File: src/rtl/hdlc_rx_pkg.sv
// Shared constants and types for the HDLC receive deframer.
// Assumes octet-wide output and the common delimiter, abort and escape codes.
package hdlc_rx_pkg;
    localparam int unsigned OCTET_W   = 8;
    localparam int unsigned STUFF_RUN = 5;   // ones before an inserted zero
    localparam int unsigned ABORT_RUN = 7;   // ones that abort a frame

    typedef logic [OCTET_W-1:0] octet_t;

    localparam octet_t DELIM_CODE = 8'h7E;
    localparam octet_t ABORT_CODE = 8'h7F;
    localparam octet_t ESC_CODE   = 8'h1B;
endpackage

File: src/rtl/hdlc_rx_history.sv
// Bit history window with delimiter, abort and stuffing detection.
// The detectors look at the window including the bit now offered, so
// a hit is known in the same cycle the bit is taken.
// Assumes HIST_W > ABORT_RUN and HIST_W > STUFF_RUN.
module hdlc_rx_history #(
    parameter int unsigned HIST_W    = 8,
    parameter int unsigned STUFF_RUN = 5,
    parameter int unsigned ABORT_RUN = 7,
    parameter logic [HIST_W-1:0] DELIM_PAT = 8'h7E
) (
    input  logic clk,
    input  logic rst_n,
    input  logic shift_en,
    input  logic bit_in,
    output logic delim_hit,
    output logic abort_hit,
    output logic stuff_hit
);
    localparam int unsigned STUFF_W = STUFF_RUN + 1;
    localparam logic [STUFF_W-1:0] STUFF_PAT = {{STUFF_RUN{1'b1}}, 1'b0};

    logic [HIST_W-2:0] past_q;   // the HIST_W-1 bits taken before now
    logic [HIST_W-1:0] window;

    assign window = {past_q, bit_in};

    // Shift a taken bit into the window at the LSB end.
    always_ff @(posedge clk) begin
        if (!rst_n)
            past_q <= '0;
        else if (shift_en)
            past_q <= window[HIST_W-2:0];
    end

    // Pattern detectors on the window that includes the offered bit.
    always_comb begin
        delim_hit = (window == DELIM_PAT);
        abort_hit = &window[ABORT_RUN-1:0];
        stuff_hit = (window[STUFF_W-1:0] == STUFF_PAT);
    end
endmodule

File: src/rtl/hdlc_rx_assembler.sv
// LSB-first byte assembler. Each kept bit enters at the top and the
// accumulator shifts right, so the first bit lands at bit 0 when the
// byte completes. Completion is flagged in the cycle of the last bit.
// Assumes clear and take are never both needed for one bit.
module hdlc_rx_assembler #(
    parameter int unsigned WORD_W = 8
) (
    input  logic              clk,
    input  logic              rst_n,
    input  logic              clear,
    input  logic              take,
    input  logic              bit_in,
    output logic              done,
    output logic [WORD_W-1:0] word
);
    localparam int unsigned CNT_W = (WORD_W > 1) ? $clog2(WORD_W) : 1;
    localparam logic [CNT_W-1:0] LAST = CNT_W'(WORD_W - 1);

    logic [WORD_W-1:0] acc_q;
    logic [CNT_W-1:0]  cnt_q;
    logic [WORD_W-1:0] merged;

    // Place the offered bit at the top of the accumulator.
    always_comb begin
        merged = acc_q | {bit_in, {(WORD_W-1){1'b0}}};
        done   = take && (cnt_q == LAST);
        word   = merged;
    end

    // Accumulate kept bits; restart on clear or completion.
    always_ff @(posedge clk) begin
        if (!rst_n || clear || done) begin
            acc_q <= '0;
            cnt_q <= '0;
        end else if (take) begin
            acc_q <= merged >> 1;
            cnt_q <= cnt_q + 1'b1;
        end
    end
endmodule

File: src/rtl/hdlc_rx_emitter.sv
// Output writer. Writes delimiters and completed bytes to the FIFO port,
// prefixing reserved bytes with an escape and holding the byte for a
// second cycle. Reports a failed write whenever a needed write finds the
// FIFO full. While the held byte is pending, busy is high and the
// parent must raise no new request.
module hdlc_rx_emitter #(
    parameter int unsigned WORD_W = 8,
    parameter logic [WORD_W-1:0] DELIM = 8'h7E,
    parameter logic [WORD_W-1:0] ABORT = 8'h7F,
    parameter logic [WORD_W-1:0] ESC   = 8'h1B
) (
    input  logic              clk,
    input  logic              rst_n,
    input  logic              delim_req,
    input  logic              data_req,
    input  logic [WORD_W-1:0] data_word,
    input  logic              fifo_full,
    output logic              push,
    output logic [WORD_W-1:0] push_word,
    output logic              busy,
    output logic              write_fail
);
    logic              held_q;
    logic [WORD_W-1:0] held_word_q;
    logic              reserved;
    logic              hold_set;

    // Classify a completed byte against the in-band control codes.
    always_comb begin
        reserved = (data_word == DELIM) || (data_word == ABORT) || (data_word == ESC);
    end

    // Choose what to write this cycle; the held byte has priority.
    always_comb begin
        push       = 1'b0;
        push_word  = '0;
        write_fail = 1'b0;
        hold_set   = 1'b0;
        if (held_q) begin
            push       = !fifo_full;
            push_word  = held_word_q;
            write_fail = fifo_full;
        end else if (delim_req) begin
            push       = !fifo_full;
            push_word  = DELIM;
            write_fail = fifo_full;
        end else if (data_req) begin
            push       = !fifo_full;
            push_word  = reserved ? ESC : data_word;
            write_fail = fifo_full;
            hold_set   = reserved && !fifo_full;
        end
    end

    // Hold a reserved byte for one cycle after its escape is written.
    always_ff @(posedge clk) begin
        if (!rst_n) begin
            held_q      <= 1'b0;
            held_word_q <= '0;
        end else begin
            held_q <= hold_set;
            if (hold_set)
                held_word_q <= data_word;
        end
    end

    assign busy = held_q;
endmodule

File: src/rtl/hdlc_rx_deframer.sv
// HDLC receive deframer producing an escaped in-band byte stream.
// Takes one decoded bit per bit_valid while bit_ready is high, tracks
// frame synchronisation, drops stuffing zeros, assembles bytes and writes
// them through a push/full FIFO port. Loses synchronisation whenever a
// needed write finds the FIFO full. Assumes out_full is stable around
// the clock edge and reflects writes already accepted.
module hdlc_rx_deframer
    import hdlc_rx_pkg::*;
#(
    parameter int unsigned DATA_W    = OCTET_W,
    parameter int unsigned STUFF_LEN = STUFF_RUN,
    parameter int unsigned ABORT_LEN = ABORT_RUN,
    parameter logic [DATA_W-1:0] DELIM = DELIM_CODE,
    parameter logic [DATA_W-1:0] ABRT  = ABORT_CODE,
    parameter logic [DATA_W-1:0] ESC   = ESC_CODE
) (
    input  logic              clk,
    input  logic              rst_n,
    input  logic              bit_valid,
    input  logic              bit_in,
    output logic              bit_ready,
    output logic              out_push,
    output logic [DATA_W-1:0] out_byte,
    input  logic              out_full
);
    logic              busy;
    logic              bit_take;
    logic              delim_hit, abort_hit, stuff_hit;
    logic              delim_evt, abort_evt, data_take;
    logic              word_done;
    logic [DATA_W-1:0] word;
    logic              write_fail;
    logic              rx_on_q;

    assign bit_ready = !busy;
    assign bit_take  = bit_valid && !busy;

    hdlc_rx_history #(
        .HIST_W    (DATA_W),
        .STUFF_RUN (STUFF_LEN),
        .ABORT_RUN (ABORT_LEN),
        .DELIM_PAT (DELIM)
    ) u_hist (
        .clk       (clk),
        .rst_n     (rst_n),
        .shift_en  (bit_take),
        .bit_in    (bit_in),
        .delim_hit (delim_hit),
        .abort_hit (abort_hit),
        .stuff_hit (stuff_hit)
    );

    // Decide what a taken bit means: delimiter, abort, data or nothing.
    always_comb begin
        delim_evt = bit_take && delim_hit;
        abort_evt = bit_take && !delim_hit && abort_hit;
        data_take = bit_take && !delim_hit && !abort_hit && rx_on_q && !stuff_hit;
    end

    hdlc_rx_assembler #(
        .WORD_W (DATA_W)
    ) u_asm (
        .clk    (clk),
        .rst_n  (rst_n),
        .clear  (delim_evt),
        .take   (data_take),
        .bit_in (bit_in),
        .done   (word_done),
        .word   (word)
    );

    hdlc_rx_emitter #(
        .WORD_W (DATA_W),
        .DELIM  (DELIM),
        .ABORT  (ABRT),
        .ESC    (ESC)
    ) u_emit (
        .clk        (clk),
        .rst_n      (rst_n),
        .delim_req  (delim_evt),
        .data_req   (word_done),
        .data_word  (word),
        .fifo_full  (out_full),
        .push       (out_push),
        .push_word  (out_byte),
        .busy       (busy),
        .write_fail (write_fail)
    );

    // Frame synchronisation: set by a written delimiter, cleared by an
    // abort or by any needed write that found the FIFO full.
    always_ff @(posedge clk) begin
        if (!rst_n)
            rx_on_q <= 1'b0;
        else if (delim_evt)
            rx_on_q <= !out_full;
        else if (abort_evt || write_fail)
            rx_on_q <= 1'b0;
    end
endmodule

File: config.mk
export PLATFORM = sky130hd
export DESIGN_NAME = hdlc_rx_deframer
export DESIGN_NICKNAME = d
export VERILOG_FILES = /design/src/rtl/hdlc_rx_pkg.sv /design/src/rtl/hdlc_rx_history.sv /design/src/rtl/hdlc_rx_assembler.sv /design/src/rtl/hdlc_rx_emitter.sv /design/src/rtl/hdlc_rx_deframer.sv
export SDC_FILE = /design/constraint.sdc
export NUM_CORES = 1
export LEC_CHECK = 0
export BUFFER_PORTS_ARGS = -buffer_cell sky130_fd_sc_hd__buf_4
export CAP_MARGIN = 20
export CORE_MARGIN = 2
export CORE_UTILIZATION = 30
export CTS_CLUSTER_SIZE = 20
export DETAILED_ROUTE_END_ITERATION = 10
export SLEW_MARGIN = 0
export SYNTH_ARGS = -nofsm -noshare
export SYNTH_HDL_FRONTEND = slang
export SYNTH_SLANG_ARGS = --single-unit
File: constraint.sdc
create_clock -name clk -period 2.4 [get_ports clk]
set_input_delay 0.48 -clock clk [delete_from_list [all_inputs] [get_ports clk]]
set_output_delay 0.48 -clock clk [all_outputs]
set_load 0.01 [all_outputs]
* Word level (Yosys, flattened, before mapping)
Index checks and enable logic that the tools add are counted.
** Operators by class
- Equal/unequal tests :: 6
- Reductions and logical operators :: 22
- Add/sub/neg operators :: 1
- Bitwise gates (word level) :: 1
- Muxes and demuxes :: 15
** Operators with widths (count)
- 8-bit 2-to-1 mux :: 4
- 8-bit by 7-bit == test with 1-bit output (second input constant) :: 3
- 1-bit 2-to-1 mux :: 11
- 1-bit logical AND :: 9
- 8-bit by 5-bit == test with 1-bit output (second input constant) :: 1
- 7-bit by 8-bit bitwise OR with 8-bit output :: 1
- 7-bit AND reduction :: 1
- 6-bit == test (second input constant) :: 1
- 1-bit logical NOT :: 6
- 1-bit logical OR :: 5
- 3-bit by 1-bit adder with 3-bit output (second input constant) :: 1
- 3-bit == test (second input constant) :: 1
- 2-bit nonzero test :: 1
** Word-level totals
- Logic and storage cells :: 51
- Register bits after elaboration :: 27
- Bits of input ports :: 5
- Output and inout bits :: 10

* Longest topological paths before layout
- Depth in word-level cells :: 13
- Mapped depth :: 6
- Mapped depth without buffers :: 6

* Hierarchy
From an unflattened synthesis, not the netlist that was laid out.
** Unflattened totals
- Cell total of the unflattened synthesis :: 156
- Area, all modules :: 1400.1 um2
** By module, submodules not included
- hdlc_rx_emitter :: times used 1, cells an instance 66, area an instance 545.5 um2, sequential area each 180.2 um2
- hdlc_rx_assembler :: times used 1, cells an instance 49, area an instance 455.4 um2, sequential area each 200.2 um2
- hdlc_rx_history :: times used 1, cells an instance 30, area an instance 314.1 um2, sequential area each 140.1 um2
- hdlc_rx_deframer :: times used 1, cells an instance 11, area an instance 85.1 um2, sequential area each 20.0 um2

* Worst setup path before layout
Ideal clock, no wire load.
- Kind :: register -> output
- Start :: register u_asm.cnt_q[0]
- End :: output port out_byte[5]
- Arrival :: 1.496 ns
- Stages on the path, launching flop included :: 7
- Data required time :: 1.920 ns
- Path buffers :: 0
- Slack :: 0.424 ns
- Path through :: dfxtp_1 ha_1 ha_1 and4b_1 o31a_1 and2_1 a221o_1
** On the way
- Cells in the longest elaborated chain, start to end :: 5
** Ends and longest elaborated chain
- start, declared :: line hdlc_rx_assembler.sv:20 : logic [CNT_W-1:0] cnt_q;
- start signal, assigned :: line hdlc_rx_assembler.sv:37 : cnt_q <= cnt_q + 1'b1;
- 3-bit == test :: line hdlc_rx_assembler.sv:26 : done = take && (cnt_q == LAST);
- 1-bit logical AND :: line hdlc_rx_assembler.sv:26
- 8-bit 2-to-1 mux :: line hdlc_rx_emitter.sv:47 : end else if (data_req) begin
- 8-bit 2-to-1 mux :: line hdlc_rx_emitter.sv:43 : end else if (delim_req) begin
- 8-bit 2-to-1 mux :: line hdlc_rx_emitter.sv:39 : if (held_q) begin
- end, declared :: line hdlc_rx_deframer.sv:23 : output logic [DATA_W-1:0] out_byte,
No other way between the ends.

* Worst setup path in the final report
Ends and elaborated chain as after synthesis.

==> run summary <==
Status = finished, final reports clean
Die ar. = 4796 um2
Placed Cells = 212
Total power = 0.7378 mW
Commonest register cell after synthesis = dfxtp_1
Slew margin rel. = 64.30%
Syn avg cell area = 8.516 um2
Syn_nets = 157
Die height = 69.26 um
Post-synthesis simple-gate area fraction = 30.36%
Adder-cell share of the synthesized area = 1.959%
Sequential area share after synthesis = 42.31%
Syn-to-layout area delta = 21.74%
Setup WS pre-CTS = 0.1857 ns
XOR/XNOR Fraction of Synth Area = 0%
Routed wire length per instance = 13.62 um
CTS max path bufs = 2
Setup slack after layout = 0.06080 ns
Seq cells post-synth = 27
Clock group share of total power = 35.0%
Net Switching = 0.1606 mW
Critical path arrival = 1.86 ns
RePlAce Congestion = 0.7753
Total clock buffers created by CTS = 3
Worst Hold Class = in -> reg
CTS tree = yes
Crit. End Element = output pin
Buf+Inv Stages, Crit Path = 1
DR vias/cell = 5.338
Post-synth EDFFs = 0
Power Dens Cells = 474.4 nW/um2
Core footprint = 4058 um2
Initial antenna violation count = 0
Clock Latency Late Sink = 0.27 ns
Post-Syn Instances = 150
IO Port Bufs = 14
# H-tree levels = 1
Design area = 1555 um2
Pin count of the biggest net entering global routing = 21
Total global routing overflow = 0
Clk slew on worst S/H paths = 0.10 ns
CP max FO = 3
Max Cap Viol = 0
Max-slew violations = 0
Slowest CP cell = dfxtp_2
Placed inst area = 1449 um2
Post-synthesis mux area share = 0.7835%
Crit path time final = 2.339 ns
Met1 Usage GRT = 15.63%
R2R cell count = 7
Util after Layout = 38.33%
Post-synthesis compound-gate area fraction = 21.94%
Met3 GRT Util = 2.907%
Ys async rst share = 0%
Rows = 23
Hold WS = 0.4328 ns
Final antenna-violating net count = 0
Leak Pwr = 0.5567 nW
WL final = 2.983 mm
Sink Count = 27
Sw frac = 21.76%
GR peak layer = met2
Critical Path, Cell by Cell = ha_4 -> ha_4 -> and4b_1 -> o31a_1 -> and2_4 -> a221o_1 -> buf_6
Layout cells sized above 1 = 21.30%
Cell Area, Synth = 1277 um2
Clock Skew = 0.006985 ns
Maximum clock frequency = 427.5 MHz
Critical path required time = 1.92 ns
Largest stage delay on the critical path = 0.35 ns
Vias in the first global route = 1091
Worst-Margin Slew = 0.5327 ns
Top Family by Delay on Critical Path = compound AO/OA/AOI/OAI gates
Largest family of logic cells by synthesized area = simple AND/OR/NAND/NOR gates
WP depth = 7
Clock root cell = clkbuf_8
Crit Path Category = reg -> out
Fin crit share = 97.47%
Number of nets in the layout = 177
Register share of total power = 61.2%
Diodes inserted = 0
Final Instance Count excl. Fillers = 219
Comb pwr share = 3.9%
DP HPWL = 2.152 mm
RSZ-0062 raised after global routing = yes
Met2 Usage GRT = 20.83%
Final setup viols = 0
Post-route DRC = 0
Cell internal pwr = 0.5772 mW
Die width = 69.26 um
Cts hold-fix bufs = 0
Synth unique cells = 38
Most frequent cell on the critical path = ha_4
Worst VDD drop = 0.2025 mV
Commonest non-fill, non-tap cell in the layout = nand2_1
IO Pins = 15
Most frequent cells in the layout = 37 x nand2_1, 24 x dfxtp_1, 20 x buf_4
First DRT Iteration DRCs = 87
Starting Density = 31.48%
Tot GR Track Use = 12.78%
Drt first pass iters = 5
Synth Warn # = 0
Hold depth = 2
Global-route wire length before repair = 5.016 mm
Total number of vias = 1169
Final hold vios = 0
Crit path launch type = register
Setup TNS Final = 0 ns
-- state kept, by name, indices dropped and copies added, names as in the netlist --
| name | flops |
|---|---|
| u_hist.past_q | 7 |
| u_asm.acc_q | 7 |
| u_emit.busy | 1 |
| u_asm.cnt_q | 3 |
| u_emit.held_word_q | 8 |
| rx_on_q | 1 |
-- worst register-to-register path, stage by stage (launching register included) --
cell,delay (ns)
dfxtp_2,0.37
ha_4,0.14
ha_4,0.12
and4b_1,0.21
buf_4,0.12
o31ai_2,0.11
nor3_2,0.48
mux2i_1,0.23
-- cell usage after synthesis, types with 2 or more instances --
cell type	instances	area, um2
o21ai_0	6	30.03
or3_1	2	12.51
nand3b_1	9	67.56
o21a_1	3	22.52
and4b_1	2	20.02
and2_1	2	12.51
ha_1	2	25.02
inv_1	2	7.510
a221o_1	5	50.05
clkbuf_1	3	11.26
dfxtp_1	27	540.5
and3_1	3	18.77
nand2_1	37	138.9
nor2_1	3	11.26
nand3_1	4	20.02
a21boi_0	8	60.06
a21oi_1	10	50.05
buf_2	2	10.01
-- logic make-up after synthesis --
family          Yosys count
simple gates             72
compound gates           40
flops                    27
buf+inv                   8
fa+ha+maj                 2
mux                       1
-- final timing paths --
check | startpoint | end | slack, ns
worst max-delay path | u_asm.cnt_q[0] | out_byte[5] | 0.06
worst min-delay path | out_full | rx_on_q | 0.43
worst max register to register | u_asm.cnt_q[0] | u_emit.held_word_q[0] | 0.55
worst min register to register | u_emit.held_word_q[7] | u_emit.held_word_q[7] | 0.44
-- layout make-up --
type | count | area, um2
Fill cell | 398 | 2502
Multi-Input combinational cell | 115 | 730.7
Sequential cell | 27 | 544.3
Timing Repair Buffer | 21 | 161.4
Tap cell | 50 | 62.56
Clock buffer | 3 | 41.29
Clock inverter | 1 | 7.507
Inverter | 2 | 7.507
-- timing repair --
item / 4_1_cts / 5_1_grt
cloned: 0 / 0
endpoints found under the setup margin: 2 / 6
gates resized for setup: 1 / 8
setup buffers: 3 / 0
pin swaps: 1 / 1
-- metal layers --
layer | share of wire [%] | vias to the layer above
met3 | 5.2 | 4
met5 | 0 | -
met4 | 2.0 | 0
met2 | 49 | 33
li1 | - | 583
met1 | 44 | 549
-- power by group through the flow --
stage / combinational (mW) / sequential, mW / clock, mW
floorplan: 0.0156 / 0.461 / 0
global placement: 0.0278 / 0.462 / 0
detailed placement: 0.0286 / 0.462 / 0
CTS: 0.0285 / 0.451 / 0.267
global route: 0.0316 / 0.452 / 0.288
finish: 0.0286 / 0.451 / 0.258
Note: power is estimated with default switching activity, not from simulation.
